[src/rtl/sas_pkg.sv]
package sas_pkg;

   typedef enum logic [2:0] {
      ST_IDLE   = 3'd0,
      ST_SEL_RD = 3'd1,
      ST_SEL_WR = 3'd2,
      ST_ACCESS = 3'd3,
      ST_SEL_RS = 3'd4,
      ST_DONE   = 3'd5
   } sas_state_e;

endpackage

[src/rtl/sas_field_merge.sv]
module sas_field_merge #(
   parameter int DATA_W   = 32,
   parameter int GRP_W    = 4,
   parameter int GRP_LSB  = 8,
   parameter int INST_W   = 4,
   parameter int INST_LSB = 0,
   parameter bit MC_EN    = 1'b1,
   parameter int MC_BIT   = 16
) (
   input  logic              is_write,
   input  logic [GRP_W-1:0]  group,
   input  logic [INST_W-1:0] inst,
   input  logic [DATA_W-1:0] saved,
   output logic [DATA_W-1:0] steer_val,
   output logic [DATA_W-1:0] restore_val
);

   localparam logic [DATA_W-1:0] GRP_MASK  = DATA_W'({GRP_W{1'b1}})  << GRP_LSB;
   localparam logic [DATA_W-1:0] INST_MASK = DATA_W'({INST_W{1'b1}}) << INST_LSB;

   logic [DATA_W-1:0] mc_mask;
   logic [DATA_W-1:0] mask;
   logic [DATA_W-1:0] fields;

   generate
      if (MC_EN) begin : g_mc
         // multicast flag joins the mask only for writes
         assign mc_mask = DATA_W'(is_write) << MC_BIT;
      end else begin : g_no_mc
         logic unused_wr;
         assign unused_wr = is_write;
         assign mc_mask   = '0;
      end
   endgenerate

   assign mask   = GRP_MASK | INST_MASK | mc_mask;
   assign fields = (DATA_W'(group) << GRP_LSB) | (DATA_W'(inst) << INST_LSB);

   assign steer_val   = (saved & ~mask) | fields;
   assign restore_val = (steer_val & ~mask) | (saved & mask);

endmodule

[src/rtl/sas_ctrl.sv]
module sas_ctrl
   import sas_pkg::*;
(
   input  logic       clk,
   input  logic       rst_n,
   input  logic       req_valid,
   input  logic       bus_ready,
   output logic       req_ready,
   output logic       req_fire,
   output logic       bus_valid,
   output logic       rsp_done,
   output sas_state_e state_q
);

   sas_state_e state_d;
   logic       xfer_ok;

   assign req_ready = (state_q == ST_IDLE);
   assign req_fire  = req_ready & req_valid;
   assign bus_valid = (state_q == ST_SEL_RD) || (state_q == ST_SEL_WR) ||
                      (state_q == ST_ACCESS) || (state_q == ST_SEL_RS);
   assign xfer_ok   = bus_valid & bus_ready;
   assign rsp_done  = (state_q == ST_DONE);

   always_comb begin
      state_d = state_q;
      unique case (state_q)
         ST_IDLE:   if (req_fire) state_d = ST_SEL_RD;
         ST_SEL_RD: if (xfer_ok)  state_d = ST_SEL_WR;
         ST_SEL_WR: if (xfer_ok)  state_d = ST_ACCESS;
         ST_ACCESS: if (xfer_ok)  state_d = ST_SEL_RS;
         ST_SEL_RS: if (xfer_ok)  state_d = ST_DONE;
         ST_DONE:                 state_d = ST_IDLE;
         default:                 state_d = ST_IDLE;
      endcase
   end

   always_ff @(posedge clk or negedge rst_n) begin
      if (!rst_n) state_q <= ST_IDLE;
      else        state_q <= state_d;
   end

endmodule

[src/rtl/sas_datapath.sv]
module sas_datapath
   import sas_pkg::*;
#(
   parameter int              ADDR_W   = 16,
   parameter int              DATA_W   = 32,
   parameter int              GRP_W    = 4,
   parameter int              GRP_LSB  = 8,
   parameter int              INST_W   = 4,
   parameter int              INST_LSB = 0,
   parameter bit              MC_EN    = 1'b1,
   parameter int              MC_BIT   = 16,
   parameter logic [ADDR_W-1:0] SEL_ADDR = 16'h0FD0
) (
   input  logic              clk,
   input  logic              rst_n,
   input  sas_state_e        state_q,
   input  logic              req_fire,
   input  logic              req_write,
   input  logic [ADDR_W-1:0] req_addr,
   input  logic [GRP_W-1:0]  req_group,
   input  logic [INST_W-1:0] req_inst,
   input  logic [DATA_W-1:0] req_wdata,
   input  logic              bus_ready,
   input  logic [DATA_W-1:0] bus_rdata,
   output logic              bus_write,
   output logic [ADDR_W-1:0] bus_addr,
   output logic [DATA_W-1:0] bus_wdata,
   output logic [DATA_W-1:0] rsp_rdata
);

   logic              op_wr_q;
   logic [ADDR_W-1:0] addr_q;
   logic [GRP_W-1:0]  grp_q;
   logic [INST_W-1:0] inst_q;
   logic [DATA_W-1:0] wdata_q;
   logic [DATA_W-1:0] saved_q;
   logic [DATA_W-1:0] rdata_q;
   logic [DATA_W-1:0] steer_val;
   logic [DATA_W-1:0] restore_val;

   sas_field_merge #(
      .DATA_W  (DATA_W),
      .GRP_W   (GRP_W),
      .GRP_LSB (GRP_LSB),
      .INST_W  (INST_W),
      .INST_LSB(INST_LSB),
      .MC_EN   (MC_EN),
      .MC_BIT  (MC_BIT)
   ) u_merge (
      .is_write   (op_wr_q),
      .group      (grp_q),
      .inst       (inst_q),
      .saved      (saved_q),
      .steer_val  (steer_val),
      .restore_val(restore_val)
   );

   always_ff @(posedge clk or negedge rst_n) begin
      if (!rst_n) begin
         op_wr_q <= 1'b0;
         addr_q  <= '0;
         grp_q   <= '0;
         inst_q  <= '0;
         wdata_q <= '0;
      end else if (req_fire) begin
         op_wr_q <= req_write;
         addr_q  <= req_addr;
         grp_q   <= req_group;
         inst_q  <= req_inst;
         wdata_q <= req_wdata;
      end
   end

   always_ff @(posedge clk or negedge rst_n) begin
      if (!rst_n) begin
         saved_q <= '0;
         rdata_q <= '0;
      end else begin
         if (state_q == ST_SEL_RD && bus_ready) saved_q <= bus_rdata;
         if (state_q == ST_ACCESS && bus_ready) rdata_q <= op_wr_q ? '0 : bus_rdata;
      end
   end

   always_comb begin
      bus_write = 1'b0;
      bus_addr  = SEL_ADDR;
      bus_wdata = '0;
      unique case (state_q)
         ST_SEL_WR: begin
            bus_write = 1'b1;
            bus_wdata = steer_val;
         end
         ST_ACCESS: begin
            bus_write = op_wr_q;
            bus_addr  = addr_q;
            bus_wdata = op_wr_q ? wdata_q : '0;
         end
         ST_SEL_RS: begin
            bus_write = 1'b1;
            bus_wdata = restore_val;
         end
         default: ;
      endcase
   end

   assign rsp_rdata = rdata_q;

endmodule

[src/rtl/steered_access_seq.sv]
module steered_access_seq
   import sas_pkg::*;
#(
   parameter int                ADDR_W   = 16,
   parameter int                DATA_W   = 32,
   parameter int                GRP_W    = 4,
   parameter int                GRP_LSB  = 8,
   parameter int                INST_W   = 4,
   parameter int                INST_LSB = 0,
   parameter bit                MC_EN    = 1'b1,
   parameter int                MC_BIT   = 16,
   parameter logic [ADDR_W-1:0] SEL_ADDR = 16'h0FD0
) (
   input  logic              clk,
   input  logic              rst_n,
   input  logic              req_valid,
   output logic              req_ready,
   input  logic              req_write,
   input  logic [ADDR_W-1:0] req_addr,
   input  logic [GRP_W-1:0]  req_group,
   input  logic [INST_W-1:0] req_inst,
   input  logic [DATA_W-1:0] req_wdata,
   output logic              rsp_done,
   output logic [DATA_W-1:0] rsp_rdata,
   output logic              bus_valid,
   input  logic              bus_ready,
   output logic              bus_write,
   output logic [ADDR_W-1:0] bus_addr,
   output logic [DATA_W-1:0] bus_wdata,
   input  logic [DATA_W-1:0] bus_rdata
);

   // elaboration-time parameter checks
   generate
      if (GRP_LSB + GRP_W > DATA_W) begin : g_bad_grp
         $error("group field exceeds selector width");
      end
      if (INST_LSB + INST_W > DATA_W) begin : g_bad_inst
         $error("instance field exceeds selector width");
      end
      if (GRP_LSB < INST_LSB + INST_W && INST_LSB < GRP_LSB + GRP_W) begin : g_overlap
         $error("group and instance fields overlap");
      end
      if (MC_EN && (MC_BIT >= DATA_W)) begin : g_bad_mc
         $error("multicast flag outside selector");
      end
      if (MC_EN && ((MC_BIT >= GRP_LSB && MC_BIT < GRP_LSB + GRP_W) ||
                    (MC_BIT >= INST_LSB && MC_BIT < INST_LSB + INST_W))) begin : g_mc_clash
         $error("multicast flag inside a steering field");
      end
   endgenerate

   sas_state_e state_q;
   logic       req_fire;

   sas_ctrl u_ctrl (
      .clk      (clk),
      .rst_n    (rst_n),
      .req_valid(req_valid),
      .bus_ready(bus_ready),
      .req_ready(req_ready),
      .req_fire (req_fire),
      .bus_valid(bus_valid),
      .rsp_done (rsp_done),
      .state_q  (state_q)
   );

   sas_datapath #(
      .ADDR_W  (ADDR_W),
      .DATA_W  (DATA_W),
      .GRP_W   (GRP_W),
      .GRP_LSB (GRP_LSB),
      .INST_W  (INST_W),
      .INST_LSB(INST_LSB),
      .MC_EN   (MC_EN),
      .MC_BIT  (MC_BIT),
      .SEL_ADDR(SEL_ADDR)
   ) u_dp (
      .clk      (clk),
      .rst_n    (rst_n),
      .state_q  (state_q),
      .req_fire (req_fire),
      .req_write(req_write),
      .req_addr (req_addr),
      .req_group(req_group),
      .req_inst (req_inst),
      .req_wdata(req_wdata),
      .bus_ready(bus_ready),
      .bus_rdata(bus_rdata),
      .bus_write(bus_write),
      .bus_addr (bus_addr),
      .bus_wdata(bus_wdata),
      .rsp_rdata(rsp_rdata)
   );

endmodule

[config.mk]
export PLATFORM = sky130hd
export DESIGN_NAME = steered_access_seq
export DESIGN_NICKNAME = d
export VERILOG_FILES = /design/src/rtl/sas_pkg.sv /design/src/rtl/sas_field_merge.sv /design/src/rtl/sas_ctrl.sv /design/src/rtl/sas_datapath.sv /design/src/rtl/steered_access_seq.sv
export SDC_FILE = /design/constraint.sdc
export NUM_CORES = 1
export LEC_CHECK = 0
export BUFFER_PORTS_ARGS = -buffer_cell sky130_fd_sc_hd__buf_4
export CAP_MARGIN = 20
export CORE_ASPECT_RATIO = 0.9
export CORE_MARGIN = 2
export CORE_UTILIZATION = 55
export DETAILED_ROUTE_END_ITERATION = 6
export GPL_TIMING_DRIVEN = 0
export PLACE_DENSITY = 0.84
export SLEW_MARGIN = 20
export SYNTH_ARGS = -nofsm -noshare
export SYNTH_HDL_FRONTEND = slang
export SYNTH_SLANG_ARGS = --single-unit
[constraint.sdc]
create_clock -name clk -period 3.1 [get_ports clk]
set_clock_uncertainty 0.2 [all_clocks]
set_input_delay 0.465 -clock clk [delete_from_list [all_inputs] [get_ports clk]]
set_output_delay 0.465 -clock clk [all_outputs]
set_load 0.02 [all_outputs]
== Word-level counts from Yosys, hierarchy flattened ==
Index checks and enable logic that the tools add are counted.

* Register bits: 124
* Bits of input ports: 93
* Logic and storage cells: 46

* Equality and inequality tests: 10
* Mux-type cells: 11
* Bitwise operators: 9
* Reduce and logical (&&, ||, !) cells: 8

{| class="wikitable"
|+ Operator list
! kind !! number
|-
| 32-bit case mux with 3 select lines || 1
|-
| 32-bit bitwise AND || 2
|-
| 32-bit 2-to-1 mux || 2
|-
| 32-bit by 17-bit bitwise AND with 32-bit output || 1
|-
| 17-bit inverter with 32-bit output || 1
|-
| 32-bit by 12-bit bitwise OR with 32-bit output || 1
|-
| 32-bit bitwise OR || 1
|-
| 16-bit 2-to-1 mux || 1
|-
| 3-bit 2-to-1 mux || 5
|-
| 3-bit case mux with 5 select lines || 1
|-
| 12-bit by 4-bit bitwise OR with 12-bit output || 1
|-
| 2-bit by 1-bit != test with 1-bit output (second input constant) || 4
|-
| 3-bit by 2-bit equality test with 1-bit output (second input constant) || 2
|-
| 3-bit equality test (second input constant) || 2
|-
| 5-bit AND reduction || 1
|-
| 3-bit by 1-bit equality test with 1-bit output (second input constant) || 1
|-
| 3-bit logical NOT || 1
|-
| 1-bit logical OR || 3
|-
| 1-bit bitwise AND || 2
|-
| 1-bit logical AND || 2
|-
| 2-bit != test (second input constant) || 1
|-
| 1-bit case mux with 2 select lines || 1
|-
| 2-bit OR reduction || 1
|}

== Longest topological paths before layout ==
Gate-level depths: netlist of the first run.

* Depth after elaboration: 7
* Mapped depth: 6
* Gate-level depth less buffers: 3

== By module ==
A second synthesis of the first run with hierarchy kept.

* Cells, all modules: 485
* Area total of the unflattened synthesis: 6,692.7 um2

{| class="wikitable"
|+ Modules (own cells, without submodules)
! module !! times used !! cells each !! area each (um2) !! seq. area each (um2)
|-
| sas_datapath || 1 || 399 || 5,993.2 || 3,027.9
|-
| sas_field_merge || 1 || 64 || 483.0 || 0.0
|-
| sas_ctrl || 1 || 22 || 216.5 || 75.1
|}

== Least setup slack after synthesis of the first run ==
OpenSTA, ideal clock, no wires.

* Kind: flip-flop to output port
* Start: register u_ctrl.state_q[1]
* End: output port bus_wdata[12]
* Arrival time: 1.362 ns
* Data required time: 2.435 ns
* Setup slack: 1.073 ns
* Cell stages (with the launch flop): 6
* Buffers on the path: 2
* Cells stage by stage: dfrtp_1 > buf_4 > nand2b_1 > a21oi_2 > buf_4 > a22o_1

* Longest elaborated chain between the ends: 2
* Elaborated cells between the ends (all ways): 4
* Classes of those cells: eq/ne: 3; mux: 1

{| class="wikitable"
|+ Ends and longest elaborated chain
! element !! RTL line !! text
|-
| start, declared || sas_ctrl.sv:12 || <nowiki>output sas_state_e state_q</nowiki>
|-
| start signal, assigned || sas_ctrl.sv:40 || <nowiki>else state_q <= state_d;</nowiki>
|-
| 3-bit equality test / 3-bit by 2-bit equality test with 1-bit output (equally long branches) || sas_datapath.sv:88 || <nowiki>unique case (state_q)</nowiki>
|-
| 32-bit case mux with 3 select lines * || sas_datapath.sv:88 ||
|-
| end, declared || steered_access_seq.sv:29 || <nowiki>output logic [DATA_W-1:0] bus_wdata,</nowiki>
|}

Mark *: on every way between the ends. The rest lies on a longest branch, timed or not.

== Worst setup path after layout of the first run ==
* Start: register u_ctrl.state_q[1]
* End: output port bus_wdata[2]

Same word-level chain as after synthesis.

==> results.txt, run 1 <==
The data arrival time of the critical path came out at 2320 ps. The final setup violation count is 0. After synthesis the netlist holds a flip-flop and latch count of roughly 120.

The static leakage power is 3.916 nW. The total congestion overflow after global routing is 0. Setup repair after global routing left no endpoint under its margin. The remaining design rule violation count is 0. The total placed instance area is 6929 um2. Routability-driven placement finished with a final weighted congestion of between 0.7 and 0.8. Summing the sequential cell areas from Yosys gives 57.26% of the chip area. The wire length after detailed routing is 16750 um.

In this design, the stage delay of the slowest critical-path cell is 620 ps. Yosys printed 0 warnings. The number of buffer cells added on primary ports came out at 176. The number of optimization iterations in the first detailed-route pass came out at 5.

Timing would allow up to 335.1 MHz. Each instance of the synthesized netlist takes up on average 12.63 um2. The minimum clock period after layout is between 2000 and 3000 ps. The clock slew seen by the registers of the worst setup and hold paths came out at 60 ps.

After routing, the total negative slack on setup checks comes to 0 ps. The HPWL after detailed placement is 9753 um. The tree is rooted in a sky130_fd_sc_hd__clkbuf_8. The initial core utilization is between 50% and 60%. For this design, the CTS-stage hold fixing added 87 buffers. The area added between synthesis and finish came out at 53.84%.

The pin slew with the least headroom to its limit came out at roughly 750 ps. The number of standard-cell rows in the floorplan is 34. The maximum fanout encountered on the critical timing path came out at 10.

In this run the top signal layer used is met4. After layout, the worst path uses a little over nine tenths of the clock period. The pin count of the biggest net entering global routing is between 80 and 90. Summing every instance area after synthesis gives approximately 5400 um2. The vertical extent of the die came out at roughly 98 um. The count of final hold-check violations came out at 0.

The fraction of final layout cells with drive strength greater than 1 is 43.39%. The tool flagged a number of max-cap violations equal to 0. The overall power came out at 8.515 mW. The final route contains roughly 4600 vias. The count of nets after finishing came out at 806. The TritonCTS clock tree is done.

By startpoint and endpoint, the worst setup path is classified as register to primary output. Wire segments on met2 add up to 8743 um in the final route. The min-delay analysis places its worst path in the category primary input to register. The die area is 10660 um2. The run finished with clean final reports. The largest individual stage delay along the critical path comes from the cell sky130_fd_sc_hd__nor3b_2. The detailed router finished its first iteration with 254 violations. The depth of the CTS H-tree is 4.

The number of global-route vias before repair was ~5000. The max-slew violation total from the final report is 0. After technology mapping, the gate count stands at 429. The type of element launching the critical path is a register. Traced cell by cell, the critical path runs through buf_4, nor3b_2, a22oi_1, nand2_1, buf_4.

The total number of clock tree sinks came out at 124. Dividing total power by cell area gives a power density of 1021 nW/um2. The headroom to the max-slew limit is 49.88%.

IR analysis of the VDD net gives a maximum drop of 0.5943 mV. between 150 and 200 I/O pins were placed. The initial antenna violation count was 0. The most frequent cell on the critical path is sky130_fd_sc_hd__buf_4.

The clock network latency to the later pin of the worst-skew pair came out at 510 ps. In this run the biggest area consumer among cell types represents around 57% of the synthesized area. The length of routed wiring on met1 is 6432 um. The synthesized design spends more area on one cell type than any other, namely sky130_fd_sc_hd__dfrtp_1.

TritonCTS created 17 clock buffers. The kind of end point of the critical path is a primary output. Once detail routing completed, the nets flagged for antenna violations numbered 0.

No sink is reached through more buffers than the 2 on the longest clock path. The number of setup buffers added after CTS is 0. For this run, the total global-route usage over all layers was measured as about a third. The count of inserted antenna diode cells is 0. The routed design uses 1119 um of met3 wire. The first global-routing pass estimated 26050 um of wire.

The average via count per standard cell is 5.413. The final routed wire length divided by cell count is roughly 20 um. The netlist uses 36 different library cells. The horizontal die dimension came out at 108.6 um.

After synthesis, the cell types taking the most area are sky130_fd_sc_hd__dfrtp_1 57%, sky130_fd_sc_hd__mux2_2 17%, sky130_fd_sc_hd__nand2b_1 4.0%. The count of cells resized by post-cts repair came out at 0. The synthesized netlist net count is 522. The summed area of non-filler cells in the final layout is 8337 um2. In this run the standard cell core region covers roughly 9600 um2. The worst endpoint required time is 2430 ps.
## worst max-delay path, delay by kind of cell (launching register included)
family                 cells  cell delay [ps]
buffers and inverters      2              360
AND/OR/NAND/NOR            2              750
AO/OA/AOI/OAI              1              260
flip-flops                 1              440
## synthesized netlist by cell type (all sizes together)
cell / number
mux2: 89
nand4b: 1
nand2: 50
buf: 21
inv: 1
a22oi: 8
a32o: 1
or3: 7
nand2b: 36
o32ai: 1
a21o: 1
nor2b: 1
and2: 10
nor3: 2
or2: 1
nor2: 3
a21oi: 1
clkbuf: 8
xor2: 1
a211oi: 1
nor3b: 3
o21ai: 33
dfrtp: 124
a22o: 23
and4b: 1
xnor2: 1
## logic make-up (layout without fill, tap and decap cells)
logic type / count (synthesis) / in the layout / synth area share, %
compound gates: 69 / 69 / 8.659
flops: 124 / 124 / 57.26
mux: 89 / 89 / 18.63
buf+inv: 30 / 327 / 3.533
simple gates: 115 / 115 / 11.59
xor+xnor: 2 / 2 / 0.3233
## registers in the layout, indices dropped and copies added (netlist names)
register	flops
u_dp.op_wr_q	1
u_dp.inst_q	4
u_ctrl.state_q	3
u_dp.grp_q	4
u_dp.saved_q	32
u_dp.addr_q	16
u_dp.rsp_rdata	32
u_dp.wdata_q	32
## cell usage in the layout, fill, tap and decap left out, drive strengths merged, types with 5 or more instances in the layout
cell type,n
dfrtp,124
a22oi,8
nand2,50
dlygate4sd3,88
a22o,23
nand2b,36
clkbuf,30
clkinv,5
buf,198
o21ai,33
or3,7
and2,10
mux2,89
## cell type report
class | count | area [um2]
fillers | 468 | 1277
clock buffers | 22 | 432.9
well taps | 126 | 157.7
multi-input cells | 275 | 2125
flip-flops and latches | 124 | 3103
plain buffers | 29 | 187.7
inverters | 1 | 3.754
repair buffers | 265 | 2233
clock inverters | 10 | 93.84
## metal layers
metal  track usage [%]  vias up
met3             9.346       40
met2             55.87      189
met5                 0        -
met4             13.12        0
met1             37.93     2315
li1                  -     2068
## worst paths after layout
| check | startpoint | to | slack (ps) | cells past startpoint |
|---|---|---|---|---|
| min in group asynchronous | rst_n | u_dp.grp_q[2] | 240 | 2 |
| min | bus_rdata[2] | u_dp.saved_q[2] | 20 | 2 |
| max in group asynchronous | rst_n | u_dp.addr_q[10] | 1740 | 3 |
| min reg2reg | u_dp.rsp_rdata[16] | u_dp.rsp_rdata[16] | 290 | 2 |
| max reg2reg | u_ctrl.state_q[0] | u_dp.rsp_rdata[30] | 1100 | 6 |
| max | u_ctrl.state_q[1] | bus_wdata[2] | 120 | 5 |
## stage by stage
step | setup WS (ps) | hold slack [ps] | instances | utilization, %
5_1_grt | 25.38 | 3.571 | 852 | 86.71
6_report | 115.8 | 17.65 | 852 | 86.71
2_1_floorplan | 1073 | -30.59 | 429 | -
3_5_place_dp | 742.7 | 203.2 | 732 | 72.07
3_3_place_gp | 799.3 | 264.6 | 731 | 71.75
4_1_cts | 200.0 | 0.6538 | 851 | 86.61
## power by group
| group | leakage [nW] | switching (mW) | internal (mW) |
|---|---|---|---|
| clock network | 0.249 | 0.721 | 1.06 |
| registers | 1.50 | 0.502 | 2.40 |
| logic | 2.16 | 1.96 | 1.87 |
Power figures use the tool's default switching activity.
==> run 2: changes to the inputs <==
- CORE_UTILIZATION: 55 -> 51
- HOLD_SLACK_MARGIN: not set -> 0.08
- PLACE_DENSITY: 0.84 -> 0.78
- clock period: 3.1 -> 3.3 ns (I/O delays scaled with it)
==> run 2 against run 1 <==
Against the previous run:
- critical path depth increased by 1
- register-to-register slack gained 260 ps
- non-clock buffer count down 87
- sequential power is 8.3% lower
- combinational power fell by 11%
- largest power group unchanged
- highest routed layer unchanged
==> results.txt, run 2 (same netlist as run 1, synthesis figures left out) <==
The startpoint identified for the worst register-to-register timing path is u_ctrl.state_q[2]. The total congestion overflow after global routing came out at 0. Setup repair after global routing left no endpoint under its margin.

The master cell of the clock root buffer is sky130_fd_sc_hd__clkbuf_16. STA classifies the critical path startpoint as a register. The worst setup path is captured at a primary output.

The number of standard-cell rows in the floorplan came out at 35. The maximum fanout encountered on the critical timing path is 10. In the layout the commonest cells are 179 x sky130_fd_sc_hd__buf_4, 124 x sky130_fd_sc_hd__dfrtp_1, 80 x sky130_fd_sc_hd__mux2_2, 50 x sky130_fd_sc_hd__nand2_1, 35 x sky130_fd_sc_hd__nand2b_1. Across every metal layer, demand over resource in global routing totals 25.60%. Leaving out fill and tap cells, the most frequent cell in the layout is sky130_fd_sc_hd__buf_4. The clock network latency to the later pin of the worst-skew pair is just over 400 ps.

The first global-routing pass estimated 22470 um of wire. The tightest min-delay check is of the primary input to register type. Of the cells placed in the final design, the portion with a size suffix greater than 1 is between 40% and 50%. The worst vdd rail ir drop is between 0.7 and 0.8 mV.

Across the run, the number of max-cap violations was 0. The area added between synthesis and finish came out at 38.79%. The number of cells on the worst reg-to-reg path is 5. The accumulated negative setup slack is 0 ps. Setup violations remaining at the end of the flow were counted as 0. The maximum count of clock buffers along a single path came out at 2. The data arrival time of the critical path is 2110 ps. For this run, design rule violations remaining after detail routing come to 0. The detailed router placed between 4000 and 5000 vias in this run. The count of boundary I/O pins came out at 177. The count of cells resized by post-cts repair is 0. The number of stages on the worst hold path came out at 2. The final routed wire length divided by cell count is roughly 18 um. The number of optimization iterations in the first detailed-route pass is 4. The wire length after detailed routing came out at 13840 um. The flow ran to the end, and the final reports show no timing, DRC or antenna violations. The register-to-register setup slack is 1360 ps. The depth of the CTS H-tree came out at 4. The static leakage power came out at 3.585 nW.

The reg-to-reg endpoint is u_dp.saved_q[4]. Once detail routing completed, the nets flagged for antenna violations numbered 0. The initial antenna violation count came out at 0. After the last flow step, the layout net total stands at 719.

The worst hold path terminates at u_dp.wdata_q[2]. The max-slew violation total from the final report came out at 0. The headroom to the max-slew limit is 58.82%. The clock slew seen by the registers of the worst setup and hold paths came out at 50 ps.

The buffer count from post-CTS setup fixing is 0. The number of DRC markers in iteration 0 is approximately 220. For this run, the top clock speed supported by timing is 357.0 MHz.

The total number of clock tree sinks is about 120. The region available for standard cell placement spans about 10000 um2. The die area came out at 11470 um2. Hold timing on the final database bottoms out at a slack of 98.98 ps. In this run the most critical hold path is launched from req_wdata[2]. Once detailed placement completed, the half-perimeter wirelength came to 9838 um.

The number of buffer cells added on primary ports is 176. After detailed routing, the number of vias per cell comes to around 5.4. The pin slew with the least headroom to its limit is 615.0 ps. The minimum clock period after layout came out at 2801 ps. Power spread over the standard cell area amounts to 1047 nW/um2.

The initial core utilization is 52.66%. The count of inserted antenna diode cells is 0. The number of global-route vias before repair came out at 4363.

The number of buffers added to fix hold violations after cts came out at 1. The post-route clock period utilization came out at a little over four fifths. The vertical extent of the die is 101.8 um. The count of final hold-check violations came to 0. The horizontal die dimension came out at 112.7 um. Clock tree synthesis inserted a total of 17 buffers. The worst endpoint required time came out at 2600 ps. At the end of routability-driven placement, the weighted congestion stood at 0.7437. The critical path is of the register to primary output type. The TritonCTS clock tree is done. The pin count of the biggest net entering global routing came out at 82.
## run 2: cell count changes in the layout (fill, tap and decap cells not counted)
cell,delta
sky130_fd_sc_hd__bufinv_16,+1
sky130_fd_sc_hd__clkbuf_1,-4
sky130_fd_sc_hd__clkbuf_16,+1
sky130_fd_sc_hd__clkbuf_8,+1
sky130_fd_sc_hd__clkinv_2,+3
sky130_fd_sc_hd__clkinv_4,-1
sky130_fd_sc_hd__dlygate4sd3_1,-87
sky130_fd_sc_hd__inv_6,-1
## run 2: how the worst max path moves through the flow
stage | cells past startpoint | start | slack, ps | end
floorplan | 5 | u_ctrl.state_q[1] | 1240 | bus_wdata[12]
global placement | 6 | u_ctrl.state_q[1] | 950 | bus_wdata[31]
detailed placement | 6 | u_ctrl.state_q[1] | 950 | bus_wdata[31]
CTS | 6 | u_ctrl.state_q[1] | 480 | bus_wdata[31]
global route | 6 | u_ctrl.state_q[1] | 400 | bus_wdata[14]
finish | 6 | u_ctrl.state_q[1] | 500 | bus_wdata[31]
## run 2: per-stage QoR
stage | power, mW | cells | utilization [%] | worst slack, ps | area [um2]
global placement | 5.972 | 734 | 67.06 | 952.9 | 6902
detailed placement | 6.107 | 735 | 67.37 | 946.2 | 6933
finish | 7.877 | 768 | 73.08 | 498.8 | 7521
floorplan | 4.790 | 429 | - | 1243 | 5419
global route | 8.327 | 768 | 73.08 | 401.9 | 7521
CTS | 7.940 | 768 | 73.08 | 478.7 | 7521
## run 2: report_power, final
| group | internal (mW) | switching (mW) | total [mW] |
|---|---|---|---|
| combinational | 1.69 | 1.73 | 3.42 |
| sequential | 2.25 | 0.400 | 2.66 |
| clock | 1.14 | 0.660 | 1.80 |
## run 2: final cells by class
cell class                      instances  area (um2)
Sequential cell                       124        3103
Fill cell                             747        2770
Multi-Input combinational cell        275        2125
Timing Repair Buffer                  178        1363
Clock buffer                           20       456.7
Buffer                                 29       187.7
Tap cell                              129       161.4
Clock inverter                         12       121.4
Inverter                                1       3.754
## run 2: critical path, cell delays in order, from the launching register on
cell	delay [ps]
sky130_fd_sc_hd__dfrtp_1	430
sky130_fd_sc_hd__buf_4	200
sky130_fd_sc_hd__nand2b_1	170
sky130_fd_sc_hd__a21oi_2	310
sky130_fd_sc_hd__buf_4	270
sky130_fd_sc_hd__a22o_1	160
sky130_fd_sc_hd__buf_4	150
## run 2: layer usage
layer / GRT usage (%) / up-vias / part of all wire, %
li1: - / 1895 / -
met1: 31.97 / 2075 / 42
met2: 42.65 / 140 / 49
met3: 8.618 / 21 / 7.7
met4: 8.161 / 0 / 1.5
met5: 0 / - / 0
